**config.mk**
```make
export PLATFORM = sky130hd
export DESIGN_NAME = pbus_dma
export DESIGN_NICKNAME = d
export VERILOG_FILES = /design/src/rtl/pbus_dma_pkg.sv /design/src/rtl/pbus_dma_dp.sv /design/src/rtl/pbus_dma_ctrl.sv /design/src/rtl/pbus_dma.sv
export SDC_FILE = /design/constraint.sdc
export NUM_CORES = 2
export LEC_CHECK = 0
export BUFFER_PORTS_ARGS = -buffer_cell sky130_fd_sc_hd__buf_4
export CORE_MARGIN = 4
export CORE_UTILIZATION = 56
export DETAILED_ROUTE_END_ITERATION = 8
export GPL_ROUTABILITY_DRIVEN = 1
export PLACE_DENSITY = 0.84
export SYNTH_ARGS = -nofsm -noshare
export SYNTH_HDL_FRONTEND = slang
export SYNTH_SLANG_ARGS = --single-unit
```
**constraint.sdc**
```tcl
create_clock -name clk -period 4 [get_ports clk]
set_input_delay 0.6 -clock clk [delete_from_list [all_inputs] [get_ports clk]]
set_output_delay 0.6 -clock clk [all_outputs]
set_load 0.03 [all_outputs]
```
**src/rtl/pbus_dma_pkg.sv**
```systemverilog
package pbus_dma_pkg;

  // Per-cycle commands from the sequencer to the datapath
  typedef struct packed {
    logic memAdv;      // memory address += 4
    logic perAdv;      // peripheral address += 2
    logic bufWe;       // write staging buffer at bufIdx
    logic bufFromMem;  // buffer write source: memory word vs assembled halfwords
    logic hiLatch;     // capture first halfword of a peripheral read
    logic pageMark;    // remember current peripheral address as open page
    logic pageClear;   // forget the open page
    logic aleOn;
    logic rdOn;
    logic wrOn;
    logic halfLo;      // drive low halfword of buffer word on writes
    logic doneStb;     // copy finished this cycle
  } ctlStrobes_t;

endpackage

```
**src/rtl/pbus_dma_dp.sv**
```systemverilog
module pbus_dma_dp
  import pbus_dma_pkg::*;
#(
  parameter int ADDR_W    = 32,
  parameter int MEM_AW    = 24,
  parameter int LEN_W     = 24,
  parameter int BUF_WORDS = 32,
  parameter int TM_W      = 8,
  parameter int PGS_W     = 4,
  parameter int RLS_W     = 2,
  parameter int NDOM      = 2,
  parameter int DOM_BIT   = 28,
  parameter int IDX_W     = 4
) (
  input  logic                         clk,
  input  logic                         rstN,
  input  logic                         cpuWe,
  input  logic [IDX_W-1:0]             cpuReg,
  input  logic [31:0]                  cpuWdata,
  output logic [31:0]                  cpuRdata,
  input  logic                         ioAttempt,
  input  ctlStrobes_t                  ctl,
  input  logic [$clog2(BUF_WORDS)-1:0] bufIdx,
  input  logic                         busy,
  input  logic [31:0]                  memRdata,
  input  logic [15:0]                  perRdata,
  output logic [MEM_AW-1:0]            memAddr,
  output logic [31:0]                  memWdata,
  output logic [ADDR_W-1:0]            perAddr,
  output logic [15:0]                  perWdata,
  output logic                         irq,
  output logic                         startStb,
  output logic                         startDir,
  output logic [LEN_W-3:0]             wrLen,
  output logic                         softRst,
  output logic                         newPage,
  output logic [TM_W-1:0]              curLat,
  output logic [TM_W-1:0]              curPwd,
  output logic [TM_W-1:0]              curRls
);

  localparam int RI_MEM  = 0;
  localparam int RI_PER  = 1;
  localparam int RI_LM2P = 2;
  localparam int RI_LP2M = 3;
  localparam int RI_STAT = 4;
  localparam int RI_TIME = 5;
  localparam int DSEL_W  = (NDOM > 1) ? $clog2(NDOM) : 1;
  localparam int SH_W    = PGS_W + 1;

  logic [MEM_AW-1:0] memAddrR;
  logic [ADDR_W-1:0] perAddrR, lastAddr;
  logic [LEN_W-1:0]  lenM2P, lenP2M;
  logic              errR, irqR, pageValid;
  logic [15:0]       hiReg;
  logic [TM_W-1:0]   latR [NDOM];
  logic [TM_W-1:0]   pwdR [NDOM];
  logic [PGS_W-1:0]  pgsR [NDOM];
  logic [RLS_W-1:0]  rlsR [NDOM];
  logic [31:0]       bufMem [BUF_WORDS];
  logic [31:0]       bufRd, bufWData;
  logic [DSEL_W-1:0] domSel;
  logic [SH_W-1:0]   shAmt;
  logic              wrStat, irqClr, regOpen;

  assign regOpen  = cpuWe && !busy;
  assign wrStat   = cpuWe && (cpuReg == IDX_W'(RI_STAT));
  assign softRst  = wrStat && cpuWdata[0];
  assign irqClr   = wrStat && cpuWdata[1];
  assign startStb = regOpen && (cpuReg == IDX_W'(RI_LM2P) || cpuReg == IDX_W'(RI_LP2M));
  assign startDir = (cpuReg == IDX_W'(RI_LP2M));
  assign wrLen    = cpuWdata[LEN_W-1:2];

  always_ff @(posedge clk or negedge rstN) begin
    if (!rstN) begin
      memAddrR  <= '0;
      perAddrR  <= '0;
      lenM2P    <= '0;
      lenP2M    <= '0;
      errR      <= 1'b0;
      irqR      <= 1'b0;
      hiReg     <= '0;
      pageValid <= 1'b0;
      lastAddr  <= '0;
      for (int d = 0; d < NDOM; d++) begin
        latR[d] <= '0;
        pwdR[d] <= '0;
        pgsR[d] <= '0;
        rlsR[d] <= '0;
      end
    end else begin
      if (regOpen && cpuReg == IDX_W'(RI_MEM)) memAddrR <= {cpuWdata[MEM_AW-1:1], 1'b0};
      else if (ctl.memAdv)                     memAddrR <= memAddrR + MEM_AW'(4);
      if (regOpen && cpuReg == IDX_W'(RI_PER)) perAddrR <= {cpuWdata[ADDR_W-1:1], 1'b0};
      else if (ctl.perAdv)                     perAddrR <= perAddrR + ADDR_W'(2);
      if (regOpen && cpuReg == IDX_W'(RI_LM2P)) lenM2P <= cpuWdata[LEN_W-1:0];
      if (regOpen && cpuReg == IDX_W'(RI_LP2M)) lenP2M <= cpuWdata[LEN_W-1:0];
      if (softRst)                errR <= 1'b0;
      else if (ioAttempt && busy) errR <= 1'b1;
      if (softRst)          irqR <= 1'b0;
      else if (ctl.doneStb) irqR <= 1'b1;
      else if (irqClr)      irqR <= 1'b0;
      if (ctl.hiLatch) hiReg <= perRdata;
      if (ctl.pageClear) pageValid <= 1'b0;
      else if (ctl.pageMark) begin
        pageValid <= 1'b1;
        lastAddr  <= perAddrR;
      end
      for (int d = 0; d < NDOM; d++) begin
        if (cpuWe && cpuReg == IDX_W'(RI_TIME + 4*d))     latR[d] <= cpuWdata[TM_W-1:0];
        if (cpuWe && cpuReg == IDX_W'(RI_TIME + 4*d + 1)) pwdR[d] <= cpuWdata[TM_W-1:0];
        if (cpuWe && cpuReg == IDX_W'(RI_TIME + 4*d + 2)) pgsR[d] <= cpuWdata[PGS_W-1:0];
        if (cpuWe && cpuReg == IDX_W'(RI_TIME + 4*d + 3)) rlsR[d] <= cpuWdata[RLS_W-1:0];
      end
    end
  end

  // Staging buffer: plain storage, no reset
  assign bufWData = ctl.bufFromMem ? memRdata : {hiReg, perRdata};
  always_ff @(posedge clk) begin
    if (ctl.bufWe) bufMem[bufIdx] <= bufWData;
  end
  assign bufRd    = bufMem[bufIdx];
  assign memWdata = bufRd;
  assign perWdata = ctl.halfLo ? bufRd[15:0] : bufRd[31:16];

  // Domain timing selection and page tracking
  assign domSel = perAddrR[DOM_BIT +: DSEL_W];
  assign curLat = latR[domSel];
  assign curPwd = pwdR[domSel];
  assign curRls = TM_W'(rlsR[domSel]);
  assign shAmt  = SH_W'(pgsR[domSel]) + SH_W'(2);
  assign newPage = !pageValid || (((perAddrR ^ lastAddr) >> shAmt) != '0);

  assign memAddr = memAddrR;
  assign perAddr = perAddrR;
  assign irq     = irqR;

  always_comb begin
    cpuRdata = '0;
    case (cpuReg)
      IDX_W'(RI_MEM):  cpuRdata = 32'(memAddrR);
      IDX_W'(RI_PER):  cpuRdata = 32'(perAddrR);
      IDX_W'(RI_LM2P): cpuRdata = 32'(lenM2P);
      IDX_W'(RI_LP2M): cpuRdata = 32'(lenP2M);
      IDX_W'(RI_STAT): cpuRdata = {28'd0, irqR, errR, 1'b0, busy};
      default: ;
    endcase
    for (int d = 0; d < NDOM; d++) begin
      if (cpuReg == IDX_W'(RI_TIME + 4*d))     cpuRdata = 32'(latR[d]);
      if (cpuReg == IDX_W'(RI_TIME + 4*d + 1)) cpuRdata = 32'(pwdR[d]);
      if (cpuReg == IDX_W'(RI_TIME + 4*d + 2)) cpuRdata = 32'(pgsR[d]);
      if (cpuReg == IDX_W'(RI_TIME + 4*d + 3)) cpuRdata = 32'(rlsR[d]);
    end
  end

endmodule

```
**src/rtl/pbus_dma_ctrl.sv**
```systemverilog
module pbus_dma_ctrl
  import pbus_dma_pkg::*;
#(
  parameter int LEN_W     = 24,
  parameter int BUF_WORDS = 32,
  parameter int TM_W      = 8
) (
  input  logic                         clk,
  input  logic                         rstN,
  input  logic                         startStb,
  input  logic                         startDir,
  input  logic [LEN_W-3:0]             wrLen,
  input  logic                         softRst,
  input  logic                         newPage,
  input  logic [TM_W-1:0]              curLat,
  input  logic [TM_W-1:0]              curPwd,
  input  logic [TM_W-1:0]              curRls,
  input  logic                         memAck,
  output logic                         memReq,
  output logic                         memWe,
  output logic                         busy,
  output ctlStrobes_t                  ctl,
  output logic [$clog2(BUF_WORDS)-1:0] bufIdx
);

  localparam int BUF_AW = $clog2(BUF_WORDS);
  localparam int WC_W   = LEN_W - 1;

  typedef enum logic [2:0] {
    S_IDLE, S_CHUNK, S_MEM, S_PSTART, S_PALE, S_PSTB, S_PREL
  } seqState_t;

  seqState_t         state;
  logic              dirP2M, fillPh, half;
  logic [WC_W-1:0]   wordsLeft;
  logic [BUF_AW:0]   chunkN, chunkCalc;
  logic [BUF_AW-1:0] idx;
  logic [TM_W-1:0]   timer;
  logic              useMem, wordDone, lastWord, phaseEnd, tZero;

  assign tZero     = (timer == '0);
  assign useMem    = fillPh ? !dirP2M : dirP2M;
  assign lastWord  = ({1'b0, idx} == chunkN - 1'b1);
  assign chunkCalc = (wordsLeft >= WC_W'(BUF_WORDS)) ? (BUF_AW+1)'(BUF_WORDS)
                                                     : wordsLeft[BUF_AW:0];
  assign bufIdx    = idx;

  always_comb begin
    ctl            = '0;
    ctl.bufFromMem = !dirP2M;
    ctl.halfLo     = half;
    memReq         = 1'b0;
    memWe          = 1'b0;
    wordDone       = 1'b0;
    case (state)
      S_MEM: begin
        memReq = 1'b1;
        memWe  = !fillPh;
        if (memAck) begin
          ctl.memAdv = 1'b1;
          ctl.bufWe  = fillPh;
          wordDone   = 1'b1;
        end
      end
      S_PSTART: ctl.pageMark = newPage;
      S_PALE:   ctl.aleOn = 1'b1;
      S_PSTB: begin
        ctl.rdOn = fillPh;
        ctl.wrOn = !fillPh;
        if (tZero && fillPh) begin
          ctl.hiLatch = !half;
          ctl.bufWe   = half;
        end
      end
      S_PREL: begin
        if (tZero) begin
          ctl.perAdv = 1'b1;
          wordDone   = half;
        end
      end
      default: ;
    endcase
    phaseEnd      = wordDone && lastWord;
    ctl.pageClear = (state == S_CHUNK) || (phaseEnd && fillPh);
    ctl.doneStb   = phaseEnd && !fillPh && (wordsLeft == WC_W'(chunkN));
  end

  always_ff @(posedge clk or negedge rstN) begin
    if (!rstN) begin
      state     <= S_IDLE;
      busy      <= 1'b0;
      dirP2M    <= 1'b0;
      fillPh    <= 1'b0;
      half      <= 1'b0;
      wordsLeft <= '0;
      chunkN    <= '0;
      idx       <= '0;
      timer     <= '0;
    end else if (softRst) begin
      state <= S_IDLE;
      busy  <= 1'b0;
    end else begin
      case (state)
        S_IDLE: if (startStb) begin
          dirP2M    <= startDir;
          wordsLeft <= WC_W'(wrLen) + WC_W'(1);
          busy      <= 1'b1;
          state     <= S_CHUNK;
        end
        S_CHUNK: begin
          chunkN <= chunkCalc;
          idx    <= '0;
          half   <= 1'b0;
          fillPh <= 1'b1;
          state  <= dirP2M ? S_PSTART : S_MEM;
        end
        S_PSTART: begin
          if (newPage) begin
            timer <= curLat;
            state <= S_PALE;
          end else begin
            timer <= curPwd;
            state <= S_PSTB;
          end
        end
        S_PALE: begin
          if (tZero) begin
            timer <= curPwd;
            state <= S_PSTB;
          end else timer <= timer - 1'b1;
        end
        S_PSTB: begin
          if (tZero) begin
            timer <= curRls;
            state <= S_PREL;
          end else timer <= timer - 1'b1;
        end
        S_PREL: begin
          if (tZero) begin
            half <= !half;
            if (!half) state <= S_PSTART;
          end else timer <= timer - 1'b1;
        end
        default: ;
      endcase
      if (wordDone) begin
        if (!lastWord) begin
          idx   <= idx + 1'b1;
          state <= useMem ? S_MEM : S_PSTART;
        end else if (fillPh) begin
          fillPh <= 1'b0;
          idx    <= '0;
          state  <= dirP2M ? S_MEM : S_PSTART;
        end else begin
          wordsLeft <= wordsLeft - WC_W'(chunkN);
          if (ctl.doneStb) begin
            state <= S_IDLE;
            busy  <= 1'b0;
          end else state <= S_CHUNK;
        end
      end
    end
  end

endmodule

```
**src/rtl/pbus_dma.sv**
```systemverilog
module pbus_dma
  import pbus_dma_pkg::*;
#(
  parameter int MEM_AW    = 24,
  parameter int LEN_W     = 24,
  parameter int BUF_WORDS = 32,
  parameter int TM_W      = 8,
  parameter int PGS_W     = 4,
  parameter int RLS_W     = 2,
  parameter int NDOM      = 2,
  parameter int DOM_BIT   = 28
) (
  input  logic              clk,
  input  logic              rstN,
  input  logic              cpuWe,
  input  logic [3:0]        cpuReg,
  input  logic [31:0]       cpuWdata,
  output logic [31:0]       cpuRdata,
  input  logic              ioAttempt,
  output logic              irq,
  output logic              memReq,
  output logic              memWe,
  output logic [MEM_AW-1:0] memAddr,
  output logic [31:0]       memWdata,
  input  logic [31:0]       memRdata,
  input  logic              memAck,
  output logic              perAle,
  output logic              perRdStb,
  output logic              perWrStb,
  output logic [31:0]       perAddr,
  output logic [15:0]       perWdata,
  input  logic [15:0]       perRdata
);

  localparam int BUF_AW = $clog2(BUF_WORDS);

  ctlStrobes_t       ctlW;
  logic [BUF_AW-1:0] bufIdxW;
  logic              busyW, startStbW, startDirW, softRstW, newPageW;
  logic [LEN_W-3:0]  wrLenW;
  logic [TM_W-1:0]   latW, pwdW, rlsW;

  pbus_dma_dp #(
    .ADDR_W(32), .MEM_AW(MEM_AW), .LEN_W(LEN_W), .BUF_WORDS(BUF_WORDS), .TM_W(TM_W),
    .PGS_W(PGS_W), .RLS_W(RLS_W), .NDOM(NDOM), .DOM_BIT(DOM_BIT), .IDX_W(4)
  ) i_dp (
    .clk(clk), .rstN(rstN), .cpuWe(cpuWe), .cpuReg(cpuReg), .cpuWdata(cpuWdata),
    .cpuRdata(cpuRdata), .ioAttempt(ioAttempt), .ctl(ctlW), .bufIdx(bufIdxW), .busy(busyW),
    .memRdata(memRdata), .perRdata(perRdata), .memAddr(memAddr), .memWdata(memWdata),
    .perAddr(perAddr), .perWdata(perWdata), .irq(irq), .startStb(startStbW),
    .startDir(startDirW), .wrLen(wrLenW), .softRst(softRstW), .newPage(newPageW),
    .curLat(latW), .curPwd(pwdW), .curRls(rlsW)
  );

  pbus_dma_ctrl #(.LEN_W(LEN_W), .BUF_WORDS(BUF_WORDS), .TM_W(TM_W)) i_ctrl (
    .clk(clk), .rstN(rstN), .startStb(startStbW), .startDir(startDirW), .wrLen(wrLenW),
    .softRst(softRstW), .newPage(newPageW), .curLat(latW), .curPwd(pwdW), .curRls(rlsW),
    .memAck(memAck), .memReq(memReq), .memWe(memWe), .busy(busyW), .ctl(ctlW),
    .bufIdx(bufIdxW)
  );

  assign perAle   = ctlW.aleOn;
  assign perRdStb = ctlW.rdOn;
  assign perWrStb = ctlW.wrOn;

endmodule

```
Word-level counts from Yosys, hierarchy flattened. Memories as Yosys holds them, arrays and structs flattened. Cells that the tools add are included.

Input bits: 89. Logic and storage cells: 214. Memories kept: 1. Bits in registers: 248. Memory bits (writable): 1024.

Memory list: i_dp.bufMem (words 32, width 32, read ports 1, clocked after Yosys merged registers in 0, write ports 1, line pbus_dma_dp.sv:60) `logic [31:0] bufMem [BUF_WORDS];`.

Shifts and indexed selects: 1. Reductions and logical operators: 49. Mux-type cells: 96. Equal/unequal tests: 27. Bitwise operators: 4. Magnitude comparators: 2. Add/subtract/negate cells: 8.

Operator list (count): $mux W32 (11); $pmux W32 S5 (1); $mux W23 (5); $mux W8 (10); $mux W24 (2); $mux W1 (40); $add A32 B2 Y32 const B (1); $pmux W8 S4 (1); $reduce_bool A32 Y1 (1); $shr A32 B5 Y32 (1); $xor A32 B32 Y32 (1); $mux W3 (9); $add A24 B3 Y24 const B (1); $add A22 B1 Y23 const B (1); $eq A23 B6 Y1 (1); $ge A23 B6 Y1 const B (1); $logic_and A1 B1 Y1 (23); $sub A23 B6 Y23 (1); $eq A4 B4 Y1 const B (5); $mux W5 (4); $pmux W3 S6 (1); $eq A4 B3 Y1 const B (4); $mux W16 (1); $ne A4 B1 Y1 const B (4); 32 further kinds (57).

Longest topological paths before layout.
Depth in word-level cells: 12. Mapped depth: 12. Gate-level depth less buffers: 12.

By module. A second synthesis with hierarchy kept.

Cell total of the unflattened synthesis: 3139. Area total of the unflattened synthesis: 53557.6 µm².

Modules (own cells, without submodules): pbus_dma_dp (cells an instance 2637, sequential area each 35629.2 µm², area an instance 49419.9 µm², instances 1); pbus_dma_ctrl (cells an instance 502, sequential area each 1226.2 µm², area an instance 4137.7 µm², instances 1).

Worst setup path after synthesis. OpenSTA, ideal clock, no wires.

Path kind: flip-flop to flip-flop. Start point: register i_ctrl.timer[0]. End point: memory i_dp.bufMem[0][0], enable pin. Setup slack: 0.067 ns. Data required time: 3.579 ns. Period minus slack after synthesis: 3.933 ns. Cell stages (with the launch flop): 11. Arrival time: 3.512 ns. Library setup time: 0.421 ns. Cells stage by stage: dfrtp_1 -> inv_1 -> ha_1 -> or4b_4 -> nor2_1 -> nand2_1 -> nor2_1 -> a21oi_1 -> nor2b_1 -> nand2_1 -> nor2_1.

Cells in the longest elaborated chain, start to end: 6.

RTL lines: from (decl) (line pbus_dma_ctrl.sv:38) `logic [TM_W-1:0] timer;`; from (signal assigned) (line pbus_dma_ctrl.sv:119) `timer <= curLat;`; from (signal assigned) (line pbus_dma_ctrl.sv:122) `timer <= curPwd;`; from (signal assigned) (line pbus_dma_ctrl.sv:128) `timer <= curPwd;`; $logic_not A8 Y1 (line pbus_dma_ctrl.sv:41) `assign tZero = (timer == '0);`; $logic_and A1 B1 Y1 (line pbus_dma_ctrl.sv:70) `if (tZero && fillPh) begin`; $mux W1 (line pbus_dma_ctrl.sv:70); $pmux W1 S2 (line pbus_dma_ctrl.sv:55) `case (state)`; $mux W1 (line pbus_dma_dp.sv:121) `if (ctl.bufWe) bufMem[bufIdx] <= bufWData;`; $mux W1 (not written as such) (line pbus_dma_dp.sv:121); to (decl) (line pbus_dma_dp.sv:60).

Every way passes these cells.

Final worst setup path.
Start point: register i_ctrl.idx[0] (netlist: i_ctrl.bufIdx[0]). End point: output perWdata[7].

Cells in the longest elaborated chain, start to end: 2.

RTL lines: from (decl) (line pbus_dma_ctrl.sv:37) `logic [BUF_AW-1:0] idx;`; from (signal assigned) (line pbus_dma_ctrl.sv:148) `idx <= idx + 1'b1;`; $mem_v2 Z32 W32; $mux W16 (line pbus_dma_dp.sv:125) `assign perWdata = ctl.halfLo ? bufRd[15:0] : bufRd[31:16];`; to (decl) (line pbus_dma.sv:31) `output logic [15:0] perWdata,`.

Every way passes these cells.

==> metrics.txt <==
Final Worst Setup Slack=-14.7 ps; Total Routed Length=about 170000 µm; hold crit path type=in -> reg; CTS tree=done; # setup viols final=2; post-DP HPWL=about 93000 µm; Slew Viols, Final=0; clock skew=~92 ps; reg-to-reg startpoint=i_ctrl.timer[0]$_DFFE_PN0P_; area grow syn2layout=16.9%; Setup CP Type=reg -> out; DR pass1 iterations=6; number of buffers added on ports=228; post-synthesis xor/xnor area fraction=0.0185; #FFs+latches synth=1268; total CTS buffers=120; GPL Wtd Cong=just over 0.9; first-pass GRT wire length=231000 µm; remaining antenna violation count=0; # IOs=about 230; largest net degree at the start of global routing=100; worst skew pair latency=slightly below 800 ps; num rows=approximately 110; Final Cell Area=between 0.06 and 0.07 mm²; pin slew with the least headroom to its limit=1180 ps; vias in the first global route=roughly 33k; Avg WL per Cell=about 35 µm; multiplexer share of the synthesized area=0.162; status=complete, but fails checks; area share of fa/ha/maj cells after synthesis=0.00391; R2R Setup Slk=about 400 ps; Final nets=about 3.5k; main flop type after synthesis=edfxtp_1; initial cell density of the core=0.567; FFs w/ async S/R, synth=0.192; crit share post-route=1.00; area of the mapped netlist=between 0.05 and 0.06 mm²; Cells after Synth=around 3.0k; worst hold margin=~92 ps; Max-Cap Viols=0; DIE HEIGHT=~320 µm; DRC Markers=0; Hold Crit Start=perRdata[14]; Fin. Hold Viols=0; leak pwr=21.1 nW; Period minus WS final=4010 ps; Max Buffers Root-to-Sink=3; slowest CP cell=dfrtp_4; fraction of layout cells with a size suffix above 1=0.327; pwr dens=614 mW/mm²; clock slew at reported path FFs=around 60 ps; most frequent cell on the critical path=buf_12; post-synthesis sequential area ratio=0.694; Initial DRC Count=5362; Post-synth EDFFs=just over 1k; CTS H-Tree Depth=3; Rel. slew slack=0.211; Worst Setup End Kind=output pin; Max stage delay on crit path=~540 ps; worst r2r path cells=12; Avg Vias per Cell=just under 7; RSZ-0062 raised after global routing=yes; synth warn=0; Total GRT Usage=0.323; largest family of logic cells by synthesized area=multiplexers; Crit path arrival time=between 3000 and 4000 ps; hold depth=2; Netlist cell types=between 90 and 100; failing checks=negative setup slack; required time of the critical path=3400 ps; antenna violations before repair=7; vias post-DR=33.0k; die area=~0.10 mm²; Hold EP=i_dp.hiReg[14]$_DFFE_PN0P_; worst path cell trace=buf_8 -> buf_12 -> buf_12 -> mux4_2 -> a22oi_1 -> nand4_1 -> mux2_2 -> buf_4; Post-Synth Simple-Gate Area=0.0486; syn avg cell area=roughly 17 µm²; Area after DPL=a little under 0.06 mm²; grt ovf=0; Die W=316 µm; Core Footprint=around 0.094 mm²; crit-path max FO=12; CTS Root Cell=clkbuf_16; Compound-Gate Fraction of Synth Area=0.0567; r2r endpoint=i_dp.bufMem[22][30]$_DFFE_PP_; Critical Path Start Type=flop; CTS Sinks=~1.3k; f_max=around 250 MHz; peak supply drop=486 µV
## synthesized netlist by cell type (all sizes together) (9+ instances only)
master     n  area share
mux4     261        0.11
o21ai    100      0.0095
nand2    171       0.012
nand4     45      0.0056
and3      29      0.0034
clkbuf   131      0.0093
a21oi     55      0.0055
nor2     126      0.0093
nor3      30      0.0033
a22oi    140       0.020
xnor2     59      0.0097
nand3     33      0.0033
o22ai     12      0.0014
dfrtp    244        0.11
mux2i     32      0.0065
nor2b      9      0.0011
edfxtp  1024        0.58
and2      17      0.0020
xor2      53      0.0087
buf       53      0.0058
mux2     198       0.044
ha        15      0.0035
a22o      25      0.0041
a221o     19      0.0036
nand2b    11      0.0013
inv       27      0.0019
## critical path, delay by kind of cell, from the launching register on
family	cells	cell delay (ps)
AO/OA/AOI/OAI	1	270
multiplexers	2	860
buffers and inverters	4	720
flip-flops	1	540
AND/OR/NAND/NOR	1	310
## report_power, final
part           internal [W]  switching (W)  total, W  leakage (nW)
sequential           0.0151        0.00112    0.0162          12.2
clock               0.00637        0.00517    0.0115          1.94
combinational       0.00477        0.00560    0.0104          7.01
## worst max-delay path by stage
stage,from,endpoint,slack [ps],cells past startpoint
4_1_cts,i_ctrl.bufIdx[0]$_DFFE_PN0N_,perWdata[10],-40,7
3_3_place_gp,i_ctrl.bufIdx[0]$_DFFE_PN0N_,perWdata[10],490,7
5_1_grt,i_ctrl.bufIdx[0]$_DFFE_PN0N_,perWdata[14],-50,9
6_report,i_ctrl.bufIdx[0]$_DFFE_PN0N_,perWdata[7],-10,8
2_1_floorplan,i_ctrl.timer[0]$_DFFE_PN0P_,i_dp.bufMem[0][0]$_DFFE_PP_,70,10
3_5_place_dp,i_ctrl.bufIdx[0]$_DFFE_PN0N_,perWdata[10],440,7
## sequential cells by signal (all words and copies together) (netlist names), 3 cells and up
signal and flops:
i_ctrl.bufIdx 5, i_ctrl.chunkN 6, i_ctrl.state 3, i_ctrl.timer 8, i_ctrl.wordsLeft 23, i_dp.bufMem 1024
i_dp.hiReg 16, i_dp.lastAddr 30, i_dp.latR 16, i_dp.lenM2P 24, i_dp.lenP2M 24, i_dp.memAddr 23
i_dp.perAddr 31, i_dp.pgsR 8, i_dp.pwdR 16, i_dp.rlsR 4
## through the flow
step	utilization	worst slack, ps	setup TNS [ps]	power, W	instances
finish	0.662	-14.7	-22.0	0.0381	4761
global route	0.662	-54.2	-181	0.0394	4761
CTS	0.660	-41.4	-43.0	0.0377	4743
detailed placement	0.615	441	0	0.0260	4500
global placement	0.615	494	0	0.0257	4500
floorplan	-	67.0	0	0.0227	3043
## layout make-up
class                   count  area (µm²)
inverters                  27         101
multi-input cells        1564       15700
well taps                1254        1570
flip-flops and latches   1268       36900
clock buffers             157        3260
fillers                  5755       31700
repair buffers            417        3830
clock inverters            68         709
diodes                      6        15.0
## layer usage
| metal | share of wire | vias up | global-route usage |
|---|---|---|---|
| li1 | - | 12907 | - |
| met1 | 0.32 | 16518 | 0.416 |
| met2 | 0.47 | 2969 | 0.504 |
| met3 | 0.14 | 649 | 0.0863 |
| met4 | 0.070 | 0 | 0.179 |
| met5 | 0 | - | 0 |
## placed cells by master (no fill, tap or decap), drive strengths merged, types with 9 or more instances in the layout
| master | netlist | routed |
|---|---|---|
| nand3 | 33 | 33 |
| nand2b | 11 | 11 |
| o21ai | 100 | 100 |
| nor2 | 126 | 126 |
| mux2 | 198 | 198 |
| a221o | 19 | 19 |
| clkbuf | 131 | 159 |
| xor2 | 53 | 53 |
| nor2b | 9 | 9 |
| nand2 | 171 | 171 |
| and3 | 29 | 29 |
| a21oi | 55 | 55 |
| mux2i | 32 | 32 |
| mux4 | 261 | 261 |
| xnor2 | 59 | 59 |
| clkinv | 0 | 51 |
| nor3 | 30 | 30 |
| edfxtp | 1024 | 1024 |
| nand4 | 45 | 45 |
| dfrtp | 244 | 244 |
| a22oi | 140 | 140 |
| a22o | 25 | 25 |
| bufinv | 0 | 9 |
| ha | 15 | 15 |
| and2 | 17 | 17 |
| o22ai | 12 | 12 |
| inv | 27 | 31 |
| buf | 53 | 414 |
## timing repair
item	CTS	global route
hold buffers	1	0
pin swaps	9	13
setup endpoints to repair	31	12
resized for setup	12	25
setup buffers	17	10
gates cloned	0	2
hold endpoints to repair	25	0
## cell families after synthesis
logic type / after synthesis
mux: 491
fa+ha+maj: 16
simple gates: 516
buf+inv: 211
flops: 1268
other cells: 1
compound gates: 427
xor+xnor: 112
No activity file was read; power rests on OpenSTA's default activity.
